[src/rtl/route_compute_pkg.sv]
package route_compute_pkg;

    localparam int ALG_XY    = 0;
    localparam int ALG_YX    = 1;
    localparam int ALG_TABLE = 2;

    typedef enum logic [2:0] {
        PORT_LOCAL = 3'd0,
        PORT_EAST  = 3'd1,
        PORT_WEST  = 3'd2,
        PORT_NORTH = 3'd3,
        PORT_SOUTH = 3'd4
    } port_e;

    // Map any raw 3-bit code onto a legal port; unknown codes become local.
    function automatic port_e legal_port(input logic [2:0] code);
        port_e p;
        case (code)
            3'd1:    p = PORT_EAST;
            3'd2:    p = PORT_WEST;
            3'd3:    p = PORT_NORTH;
            3'd4:    p = PORT_SOUTH;
            default: p = PORT_LOCAL;
        endcase
        return p;
    endfunction

endpackage

[src/rtl/rcu_dor.sv]
module rcu_dor
    import route_compute_pkg::*;
#(
    parameter int COORD_W = 3,
    parameter bit Y_FIRST = 1'b0
) (
    input  logic [COORD_W-1:0] dest_x,
    input  logic [COORD_W-1:0] dest_y,
    input  logic [COORD_W-1:0] here_x,
    input  logic [COORD_W-1:0] here_y,
    output port_e              port
);

    port_e x_step;
    port_e y_step;
    logic  x_match;
    logic  y_match;

    always_comb begin
        x_match = (dest_x == here_x);
        y_match = (dest_y == here_y);
        x_step  = (dest_x > here_x) ? PORT_EAST  : PORT_WEST;
        y_step  = (dest_y > here_y) ? PORT_NORTH : PORT_SOUTH;
    end

    generate
        if (Y_FIRST) begin : g_yx
            always_comb begin
                if (!y_match)      port = y_step;
                else if (!x_match) port = x_step;
                else               port = PORT_LOCAL;
            end
        end else begin : g_xy
            always_comb begin
                if (!x_match)      port = x_step;
                else if (!y_match) port = y_step;
                else               port = PORT_LOCAL;
            end
        end
    endgenerate

endmodule

[src/rtl/rcu_table.sv]
module rcu_table
    import route_compute_pkg::*;
#(
    parameter int FLOW_W = 4,
    parameter int VC_W   = 1
) (
    input  logic              clk,
    input  logic              rst,
    input  logic              wr_en,
    input  logic [FLOW_W-1:0] wr_addr,
    input  logic [2:0]        wr_port,
    input  logic [VC_W-1:0]   wr_vc,
    input  logic [FLOW_W-1:0] rd_addr,
    output port_e             rd_port,
    output logic [VC_W-1:0]   rd_vc
);

    localparam int DEPTH = 1 << FLOW_W;

    port_e           port_q [DEPTH];
    logic [VC_W-1:0] vc_q   [DEPTH];

    always_ff @(posedge clk) begin
        if (rst) begin
            for (int i = 0; i < DEPTH; i++) begin
                port_q[i] <= PORT_LOCAL;
                vc_q[i]   <= '0;
            end
        end else if (wr_en) begin
            port_q[wr_addr] <= legal_port(wr_port);
            vc_q[wr_addr]   <= wr_vc;
        end
    end

    assign rd_port = port_q[rd_addr];
    assign rd_vc   = vc_q[rd_addr];

endmodule

[src/rtl/route_compute_unit.sv]
module route_compute_unit
    import route_compute_pkg::*;
#(
    parameter int COORD_W = 3,
    parameter int FLOW_W  = 4,
    parameter int NUM_VC  = 2,
    parameter int ALG     = ALG_XY,
    localparam int VC_W   = (NUM_VC > 1) ? $clog2(NUM_VC) : 1
) (
    input  logic               clk,
    input  logic               rst,
    input  logic               req_valid,
    input  logic [COORD_W-1:0] dest_x,
    input  logic [COORD_W-1:0] dest_y,
    input  logic [FLOW_W-1:0]  flow_id,
    input  logic [COORD_W-1:0] local_x,
    input  logic [COORD_W-1:0] local_y,
    input  logic               tbl_wr_en,
    input  logic [FLOW_W-1:0]  tbl_wr_addr,
    input  logic [2:0]         tbl_wr_port,
    input  logic [VC_W-1:0]    tbl_wr_vc,
    output logic               res_valid,
    output logic [2:0]         res_port,
    output logic [VC_W-1:0]    res_vc
);

    port_e           next_port;
    logic [VC_W-1:0] next_vc;

    generate
        if (ALG == ALG_TABLE) begin : g_table
            logic unused_coords;
            assign unused_coords = ^{dest_x, dest_y, local_x, local_y};

            rcu_table #(
                .FLOW_W (FLOW_W),
                .VC_W   (VC_W)
            ) i_table (
                .clk     (clk),
                .rst     (rst),
                .wr_en   (tbl_wr_en),
                .wr_addr (tbl_wr_addr),
                .wr_port (tbl_wr_port),
                .wr_vc   (tbl_wr_vc),
                .rd_addr (flow_id),
                .rd_port (next_port),
                .rd_vc   (next_vc)
            );
        end else begin : g_dor
            logic unused_tbl;
            assign unused_tbl = ^{flow_id, tbl_wr_en, tbl_wr_addr, tbl_wr_port, tbl_wr_vc};

            rcu_dor #(
                .COORD_W (COORD_W),
                .Y_FIRST (ALG == ALG_YX)
            ) i_dor (
                .dest_x (dest_x),
                .dest_y (dest_y),
                .here_x (local_x),
                .here_y (local_y),
                .port   (next_port)
            );
            assign next_vc = '0;
        end
    endgenerate

    always_ff @(posedge clk) begin
        if (rst) begin
            res_valid <= 1'b0;
            res_port  <= PORT_LOCAL;
            res_vc    <= '0;
        end else begin
            res_valid <= req_valid;
            if (req_valid) begin
                res_port <= next_port;
                res_vc   <= next_vc;
            end
        end
    end

endmodule

[config.mk]
export PLATFORM = sky130hd
export DESIGN_NAME = route_compute_unit
export DESIGN_NICKNAME = d
export VERILOG_FILES = /design/src/rtl/route_compute_pkg.sv /design/src/rtl/rcu_dor.sv /design/src/rtl/rcu_table.sv /design/src/rtl/route_compute_unit.sv
export SDC_FILE = /design/constraint.sdc
export NUM_CORES = 1
export LEC_CHECK = 0
export ABC_CLOCK_PERIOD_IN_PS = 2500
export BUFFER_PORTS_ARGS = -buffer_cell sky130_fd_sc_hd__buf_2
export CORE_AREA = 4 4 41 43
export CTS_BUF_LIST = sky130_fd_sc_hd__clkbuf_4 sky130_fd_sc_hd__clkbuf_8
export CTS_CLUSTER_DIAMETER = 100
export DETAILED_ROUTE_END_ITERATION = 12
export DIE_AREA = 0 0 45 47
export GPL_TIMING_DRIVEN = 0
export PLACE_DENSITY_LB_ADDON = 0.3
export REMOVE_ABC_BUFFERS = 1
export SLEW_MARGIN = 40
export SYNTH_ARGS = -nofsm -noshare
export SYNTH_HDL_FRONTEND = slang
export SYNTH_HIERARCHICAL = 1
export SYNTH_SLANG_ARGS = --single-unit
[constraint.sdc]
create_clock -name clk -period 2.5 [get_ports clk]
set_input_delay 0.125 -clock clk [delete_from_list [all_inputs] [get_ports clk]]
set_output_delay 0.125 -clock clk [all_outputs]
set_load 0.005 [all_outputs]
-- Yosys cells after proc, flatten, opt, wreduce, memory -nomap -nowiden
Index checks and enable logic that the tools add are counted.
- flip-flop bits (word level): 4
- bits in latches: 0
- memory bits (writable): 0
- memory bits (read-only): 0
- memories kept: 0
- add/sub/neg operators: 0
- multiply operators: 0
- divide/modulo/power cells: 0
- order comparisons: 2
- eq/ne operators: 2
- shift-type cells: 0
- mux-type cells: 4
- bitwise operators: 0
- reduce and logical (&&, ||, !) cells: 0
- operators by type and width (cell ; count):
    $mux 3 ; 3
    $eq 3x3->1 ; 2
    $gt 3x3->1 ; 2
    $mux 2 ; 1

-- Depth between registers and ports, before layout
Gate-level depths: netlist of the first run.
- word-level depth: 4
- depth in mapped cells: 7

-- Hierarchy
Netlist of the first run, hierarchy kept.
- by module, submodules not included (module ; times used ; cells an instance ; area an instance (µm²) ; sequential area each (µm²)):
    rcu_dor ; 1 ; 25 ; 177.7 ; 0.0
    route_compute_unit ; 1 ; 13 ; 138.9 ; 80.1

-- Worst setup path after synthesis of the first run
OpenSTA, ideal clock, no wires.
- path kind: input-to-reg
- start: input local_x[2]
- end: register res_port[0]
- setup time: 0.114 ns
- arrival: 0.985 ns
- data required time: 2.386 ns
- setup slack: 1.400 ns
- stages on the path: 7
- buffers on the path: 0
- cell sequence: inv_1 > ha_1 > a21oi_1 > a21oi_1 > o21bai_1 > mux2i_1 > nor2_1
- word-level cells in the longest chain between the ends: 3
- ends and longest elaborated chain (element ; RTL line ; text):
    start: declaration ; route_compute_unit.sv:16 ; input logic [COORD_W-1:0] local_x,
    $gt 3x3->1 ; rcu_dor.sv:22 ; x_step = (dest_x > here_x) ? PORT_EAST : PORT_WEST;
    $mux 2 ; rcu_dor.sv:22 ;
    $mux 3 * ; rcu_dor.sv:35 ; if (!x_match) port = x_step;
    named net next_port[0] ; route_compute_unit.sv:27 ; port_e next_port;
    end signal: assignment ; route_compute_unit.sv:75 ; res_port <= next_port;
    end: declaration ; route_compute_unit.sv:23 ; output logic [2:0] res_port,
The timed path passes the listed nets; every way through them passes the cells marked *.
A chain may end at the register's enable or synchronous reset.

-- Final worst setup path of the first run
- start: input dest_y[2]
- end: register res_port[1]
- word-level cells in the longest chain between the ends: 4
- ends and longest elaborated chain (element ; RTL line ; text):
    start: declaration ; route_compute_unit.sv:14 ; input logic [COORD_W-1:0] dest_y,
    $gt 3x3->1 ; rcu_dor.sv:23 ; y_step = (dest_y > here_y) ? PORT_NORTH : PORT_SOUTH;
    $mux 3 ; rcu_dor.sv:23 ;
    $mux 3 * ; rcu_dor.sv:36 ; else if (!y_match) port = y_step;
    $mux 3 * ; rcu_dor.sv:35 ;
    named net next_port[1] ; route_compute_unit.sv:27 ;
Marks and branches as above.

==> flow_summary.toml, run 1 <==
[layout]
fill_cells = 151
final_nets = 94
antenna_cells = 0
layout-drive-gt1-share = 0.397
ff_latch_area_um2 = 80.1
multi_input_area_um2 = 206
layout_commonest_cell = "buf_2"
area_growth_pct = 39.1
layout_common_cells = "18 x buf_2, 6 x inv_1, 6 x ha_1"

[clock_network]
cts_hold_buf = 0
numCtsBuffers = 3
cts_root_buf = "clkbuf_4"
cts_setup_buffers = 0
clock_latency_ns = 0.23
cts_resized = 0
htree_levels = 1
clkSlewWorstSetupHoldPaths_ns = 0.04
cts_tree = "built"
clock_path_buffers = 2
clock-sinks = 4

[routing]
wl_per_cell_um = 8.51
finalWirelength_um = 621
drc = 0
vias = 303
drt_iter0_drc = 0
ant_nets = 0
drtPass1Iterations = 1
vias_per_cell = 4.15

[logic_synthesis]
synth_cell_types = 18
yosysWarnings = 6
synthAdderAreaFrac = 0.237
synth_area_per_cell_um2 = 8.33
synthSimpleGateAreaFrac = 0.194
synth.area.mux_share = 0.0949
synth_compound_area_frac = 0.115
postSynthRegisterBits = 4
synth_area_um2 = 317
synth_top_family_by_area = "adder cells"
yosysSeqAreaShare = 0.253
yosys.area_share.xor_xnor = 0
synthCells = 38

[hold_path]
hp-class = "in -> reg"
hold_path_depth = 2
min_to = "res_valid"
min-delay-start = "rst"

[sta]
period_minus_slack_ns = 1.04
setup_viol = 0
hold_violations = 0
slew_violations = 0
finClkSkew_ns = 0
setup-tns-final_ns = 0
max_freq_mhz = 961
fin_crit_sh = 0.416
grt_setup_unrepaired = "false"

[setup_path]
cp-start-kind = "input pin"
regToRegSetupSlack_ns = 1.91
cp.buffers_inverters = 1
ff2ff_path_depth = 2
startpoint = "dest_y[2]"
cp_slowest_cell = "ha_1"
required_ns = 2.62
r2r_start = "res_port[1]"
cp-end-kind = "flop"
r2r_end = "res_port[1]"
cpPeakStageDelay_ns = 0.31
cp_max_fo = 3
crit_chain = "buf_2 -> ha_1 -> a21oi_1 -> o21a_1 -> o22ai_1 -> mux2i_1 -> nor2_1"
cp_data_arrival_time_ns = 1.16
critPathKind = "in -> reg"
critPathTopFamily = "compound AO/OA/AOI/OAI gates"

[global_route]
grt_overflow = 0
grt_use_total = 0.0632
antenna_found_initial = 0
grt_pass1_vias = 285
grt_pass1_wl_um = 938
grt_max_degree = 5

[placement]
hpwl_um = 534
gp_congestion = 0.625
portBuffers = 18

[die]
initial_core_util = 0.243
rows = 13
ios = 33
core_area_um2 = 1300
die_h_um = 47
dieArea_um2 = 2120
die_w_um = 45

[power]
power_mw = 0.204
power_density_nw_per_um2 = 464
leakage_nw = 0.260
irDropWorstVdd_mv = 0.257

[run_status]
status = "completed"

[job]
cap_viol_max_count = 0
## cells in the mapped netlist (all sizes together)
master | n | area, µm²
o22ai | 1 | 6.26
conb | 1 | 3.75
nor2b | 1 | 6.26
dfxtp | 4 | 80.1
inv | 6 | 22.5
mux2i | 3 | 30.0
buf | 1 | 7.51
o21a | 1 | 7.51
ha | 6 | 75.1
a21oi | 3 | 15.0
and3 | 2 | 17.5
nand3b | 1 | 7.51
nand3 | 1 | 5.00
nor2 | 3 | 11.3
nand2 | 3 | 13.8
o21bai | 1 | 7.51
## sequential cells by signal, summed over array words and instances (netlist names)
register   cells
res_port       3
res_valid      1
## stage by stage
| step | setup slack [ns] | hold slack [ns] | instances | area [µm²] | util |
|---|---|---|---|---|---|
| global route | 1.38 | 0.100 | 73 | 440 | 0.338 |
| CTS | 1.47 | 0.0927 | 73 | 440 | 0.338 |
| floorplan | 1.40 | 0.197 | 37 | 309 | - |
| finish | 1.46 | 0.0993 | 73 | 440 | 0.338 |
| global placement | 1.24 | 0.339 | 70 | 418 | 0.321 |
| detailed placement | 1.22 | 0.344 | 70 | 418 | 0.321 |
## worst register-to-register path, stage by stage (launching register included)
cell and delay (ns):
dfxtp_1 0.30, mux2i_1 0.12, nor2_1 0.05
## final cells by class
cell class,count,area share
Clock buffer,3,0.0511
Timing Repair Buffer,18,0.205
Inverter,6,0.0511
Tap cell,15,0.0426
Multi-Input combinational cell,27,0.469
Sequential cell,4,0.182
## per-layer routing
| layer | vias to the layer above | track usage | wire (µm) |
|---|---|---|---|
| met2 | 11 | 0.119 | 331 |
| met4 | 0 | 0.0175 | 0 |
| met1 | 125 | 0.0524 | 238 |
| li1 | 167 | - | - |
| met3 | 0 | 0.0460 | 52 |
| met5 | - | 0 | 0 |
## report_power, final
| part | switching (mW) | total (mW) | internal, mW |
|---|---|---|---|
| Clock | 0.0250 | 0.0786 | 0.0536 |
| Combinational | 0.0257 | 0.0554 | 0.0297 |
| Sequential | 0.00179 | 0.0704 | 0.0686 |
| Total | 0.0525 | 0.204 | 0.152 |
## cell families (layout without fill, tap and decap cells)
kind of cell | after synthesis | in the layout
AOI/OAI and AO/OA | 6 | 6
adders and majority gates | 6 | 6
and+or+nand+nor | 11 | 11
DFF | 4 | 4
buffers and inverters | 7 | 27
muxes | 3 | 3
other | 1 | 1
## worst max-delay path by stage
| stage | slack [ns] | cells past startpoint | to |
|---|---|---|---|
| after global placement | 1.24 | 7 | res_port[1] |
| after detailed placement | 1.22 | 7 | res_port[1] |
| final | 1.46 | 7 | res_port[1] |
| after global routing | 1.38 | 8 | res_port[1] |
| after CTS | 1.47 | 7 | res_port[1] |
| after floorplan | 1.40 | 7 | res_port[0] |
Note: power is estimated with default switching activity, not from simulation.
==> run 2, diff against run 1 <==
Settings changed: ABC_CLOCK_PERIOD_IN_PS 2500 to 900.
Clock period 2.5 ns to 0.9 ns, I/O delays scaled along.
==> flow_summary.toml, run 2 (synthesis gave the netlist of run 1 again) <==
[clock_network]
cts_setup_buffers = 0
clock_latency_ns = 0.23
clock-sinks = 4
clock_path_buffers = 2
clkSlewWorstSetupHoldPaths_ns = 0.04
htree_levels = 1
numCtsBuffers = 3
cts_tree = "built"
cts_root_buf = "clkbuf_4"

[routing]
drt_iter0_drc = 6
finalWirelength_um = 717
vias = 320
wl_per_cell_um = 9.82
drc = 0
drtPass1Iterations = 3
ant_nets = 0
vias_per_cell = 4.38

[placement]
portBuffers = 18
gp_congestion = 0.625
dpl_cell_area_um2 = 418
hpwl_um = 534

[global_route]
grt_overflow = 0
grt_max_degree = 5
grt_pass1_vias = 289
grt_use_total = 0.0632
grt_pass1_wl_um = 938
antenna_found_initial = 0

[setup_path]
cp-end-kind = "flop"
cp_max_fo = 3
r2r_start = "res_port[1]"
required_ns = 1.03
r2r_end = "res_port[1]"
crit_path_end = "res_port[2]"
cp_data_arrival_time_ns = 0.99
startpoint = "local_y[2]"
regToRegSetupSlack_ns = 0.31
ff2ff_path_depth = 2
critPathKind = "in -> reg"
cp-start-kind = "input pin"

[die]
ios = 33
die_h_um = 47
rows = 13
dieArea_um2 = 2120
core_area_um2 = 1300
initial_core_util = 0.243
die_w_um = 45

[layout]
layout_commonest_cell = "buf_2"
fin_area_um2 = 574
area_growth_pct = 81.4
layout-drive-gt1-share = 0.638
fill_cells = 134
layout_common_cells = "10 x buf_2, 8 x buf_6, 5 x ha_4"
multi_input_area_um2 = 285
ff_latch_area_um2 = 80.1
largest_register_ffs = 3
top_register = "res_port"
antenna_cells = 0
final_nets = 94
top_regs = "res_port x3, res_valid x1"

[sta]
fin_crit_sh = 0.965
slew_violations = 0
max_freq_mhz = 1150
hold_ws_ns = 0.0149
grt_setup_unrepaired = "true"
finClkSkew_ns = 0
period_minus_slack_ns = 0.868
hold_violations = 0
setup_viol = 0

[power]
leakage_nw = 0.274
power_density_nw_per_um2 = 1120
irDropWorstVdd_mv = 0.756

[run_status]
status = "completed"

[job]
cap_viol_max_count = 0

[hold_path]
hp-class = "in -> reg"
==> run 2: cell counts in the layout (fill, tap and decap cells not counted) <==
No cell type changed its count.
==> run 2: area by class of cell <==
cell class / instances / share of cell area
Multi-Input combinational cell: 27 / 0.497
Timing Repair Buffer: 18 / 0.244
Sequential cell: 4 / 0.139
Clock buffer: 3 / 0.0392
Inverter: 6 / 0.0479
Tap cell: 15 / 0.0327
==> run 2: routing by layer <==
| metal | track usage | vias to the layer above | part of all wire | wire (µm) |
|---|---|---|---|---|
| li1 | - | 167 | - | - |
| met1 | 0.0524 | 142 | 0.36 | 261 |
| met2 | 0.119 | 11 | 0.56 | 402 |
| met3 | 0.0460 | 0 | 0.074 | 53 |
| met4 | 0.0175 | 0 | 0 | 0 |
| met5 | 0 | - | 0 | 0 |
==> run 2: what timing repair did <==
item                                    CTS  global route
gates cloned                              0             0
endpoints found under the setup margin    2             3
resized for setup                         3            21
pin swaps                                 1            11
hold buffers                              0             0
==> run 2: worst min-delay path by stage <==
| stage | start | endpoint | depth (start not counted) |
|---|---|---|---|
| global route | rst | res_port[2] | 2 |
| CTS | rst | res_valid | 2 |
| finish | rst | res_port[2] | 2 |
| detailed placement | rst | res_valid | 2 |
| floorplan | rst | res_valid | 1 |
| global placement | rst | res_port[2] | 2 |
==> run 2: worst max-delay path, cell delays in order <==
cell     delay, ns
buf_6         0.08
inv_4         0.03
ha_4          0.26
nand2_2       0.04
o21a_1        0.20
and3_1        0.17
mux2i_1       0.12
nor2_1        0.06
==> run 2: power breakdown <==
part           leakage, nW  switching (mW)  internal (mW)
clock               0.0138          0.0697          0.149
combinational        0.227          0.0959          0.134
sequential          0.0329         0.00491          0.191
total                0.274           0.171          0.474
==> run 2: stage by stage <==
stage / total power [mW] / setup WS [ns] / instances / TNS (ns) / utilization
3_5_place_dp: 0.353 / -0.299 / 70 / -0.826 / 0.321
3_3_place_gp: 0.351 / -0.280 / 70 / -0.791 / 0.321
5_1_grt: 0.698 / -0.0310 / 73 / -0.0751 / 0.441
6_report: 0.644 / 0.0319 / 73 / 0 / 0.441
2_1_floorplan: 0.293 / -0.120 / 37 / -0.305 / -
4_1_cts: 0.599 / 0.0143 / 73 / 0 / 0.361
==> run 3, diff against run 2 <==
Settings changed: BUFFER_PORTS_ARGS -buffer_cell sky130_fd_sc_hd__buf_2 to -buffer_cell sky130_fd_sc_hd__buf_4, CELL_PAD_IN_SITES_DETAIL_PLACEMENT set to 0, CELL_PAD_IN_SITES_GLOBAL_PLACEMENT set to 1, CORE_AREA 4 4 41 43 to not set, CORE_MARGIN set to 4, CORE_UTILIZATION set to 20, DIE_AREA 0 0 45 47 to not set.
==> flow_summary.toml, run 3 (synthesis gave the netlist of run 1 again) <==
[clock_network]
clkSlewWorstSetupHoldPaths_ns = 0.04
clock_latency_ns = 0.24
clock-sinks = 4
cts_tree = "built"
numCtsBuffers = 3
clock_path_buffers = 2
htree_levels = 1
cts_root_buf = "clkbuf_4"

[routing]
drtPass1Iterations = 2
drt_iter0_drc = 2
finalWirelength_um = 758
wl_per_cell_um = 10.1
vias_per_cell = 4.40
drc = 0
ant_nets = 0
vias = 330

[layout]
finalNonFillerCells = 75
area_growth_pct = 89.7
fin_area_um2 = 601
largest_register_ffs = 3
top_register = "res_port"
layout_common_cells = "12 x buf_4, 6 x buf_6, 4 x ha_4, 4 x dfxtp_1"
final_nets = 95
top_regs = "res_port x3, res_valid x1"
layout-drive-gt1-share = 0.593
layout_commonest_cell = "buf_4"
antenna_cells = 0

[placement]
place_ws_ns = -0.304
gp_congestion = 0.591
portBuffers = 18
dpl.cell_count = 71
hpwl_um = 558
dpl_cell_area_um2 = 464

[die]
ios = 33
core_area_um2 = 1510
die_h_um = 47.8
dieArea_um2 = 2280
rows = 14
initial_core_util = 0.210
die_w_um = 47.8

[power]
power_mw = 0.681
pwr-share-comb = 0.363
p_sw_frac = 0.280
share_seq_of_total_power = 0.288
internal_power_mw = 0.491
clkPwrFrac = 0.349
leakage_nw = 0.284
irDropWorstVdd_mv = 0.437
p_switching_mw = 0.191
power_density_nw_per_um2 = 1130

[sta]
setup_viol = 0
period_minus_slack_ns = 0.891
grt_setup_unrepaired = "true"
max_freq_mhz = 1120
fin_crit_sh = 0.990
slew_violations = 0
hold_violations = 0
finalWorstSetupSlack_ns = 0.00911
finClkSkew_ns = 0

[setup_path]
cp_data_arrival_time_ns = 1.02
cp-end-kind = "flop"
critPathKind = "in -> reg"
cp_max_fo = 3
required_ns = 1.03
cp-start-kind = "input pin"

[global_route]
antenna_found_initial = 0
grt_max_degree = 5
grt_overflow = 0
grt_pass1_wl_um = 972
grt_use_total = 0.0652
grt_pass1_vias = 276

[job]
cap_viol_max_count = 0

[run_status]
status = "completed"

[hold_path]
hp-class = "in -> reg"
-- run 3: cell count changes in the layout (fill, tap and decap cells not counted), moves of 2 or more --
cell,before,now
buf_2,10,0
buf_4,0,12
buf_6,8,6
inv_2,3,1
-- run 3: power groups by stage --
stage               Combinational (mW)  Sequential [mW]  Clock, mW
finish                           0.248            0.196      0.238
global route                     0.278            0.197      0.272
CTS                              0.199            0.196      0.251
detailed placement               0.179            0.199          0
global placement                 0.179            0.198          0
floorplan                       0.0928            0.200          0
-- run 3: layout make-up --
class                      count  area [µm²]
fill                         156         906
inverter                       6        30.0
multi-input combinational     27         280
sequential                     4        80.1
clock buffer                   3        22.5
timing repair buffer          19         168
tap                           16        20.0
-- run 3: routing by layer --
layer	part of all wire	up-vias	GRT usage	wire length (µm)
met4	0	0	0.0323	0
met1	0.38	151	0.0646	290
met3	0.083	0	0.0451	63
met5	0	-	0	0
met2	0.53	11	0.103	404
li1	-	168	-	-
-- run 3: path summary, 6_finish.rpt --
| path | startpoint | end | slack [ns] | depth (start not counted) |
|---|---|---|---|---|
| min reg2reg | res_port[1] | res_port[1] | 0.51 | 2 |
| max reg2reg | res_port[2] | res_port[2] | 0.30 | 2 |
| max | local_y[1] | res_port[2] | 0.009 | 8 |
| min | req_valid | res_valid | 0.07 | 2 |
-- run 3: worst max-delay path: stages --
cell and delay [ns]:
buf_6 0.07, inv_4 0.03, ha_4 0.25, nand2_2 0.04
o21a_1 0.21, and3_1 0.17, mux2i_1 0.14, nor2_1 0.06
-- run 3: what timing repair did --
item                       4_1_cts  5_1_grt
gates resized for setup          3       19
setup buffers                    0        0
hold buffers                     1        0
setup endpoints to repair        3        3
pin swaps                        1       10
hold endpoints to repair         4        0
-- run 3: per-stage QoR --
step / setup TNS [ns] / hold slack (ns) / util
6_report: 0 / 0.0666 / 0.399
5_1_grt: -0.0812 / 0.0575 / 0.399
4_1_cts: 0 / 0.0603 / 0.349
3_5_place_dp: -0.864 / 0.238 / 0.308
3_3_place_gp: -0.830 / 0.240 / 0.308
2_1_floorplan: -0.305 / 0.117 / -
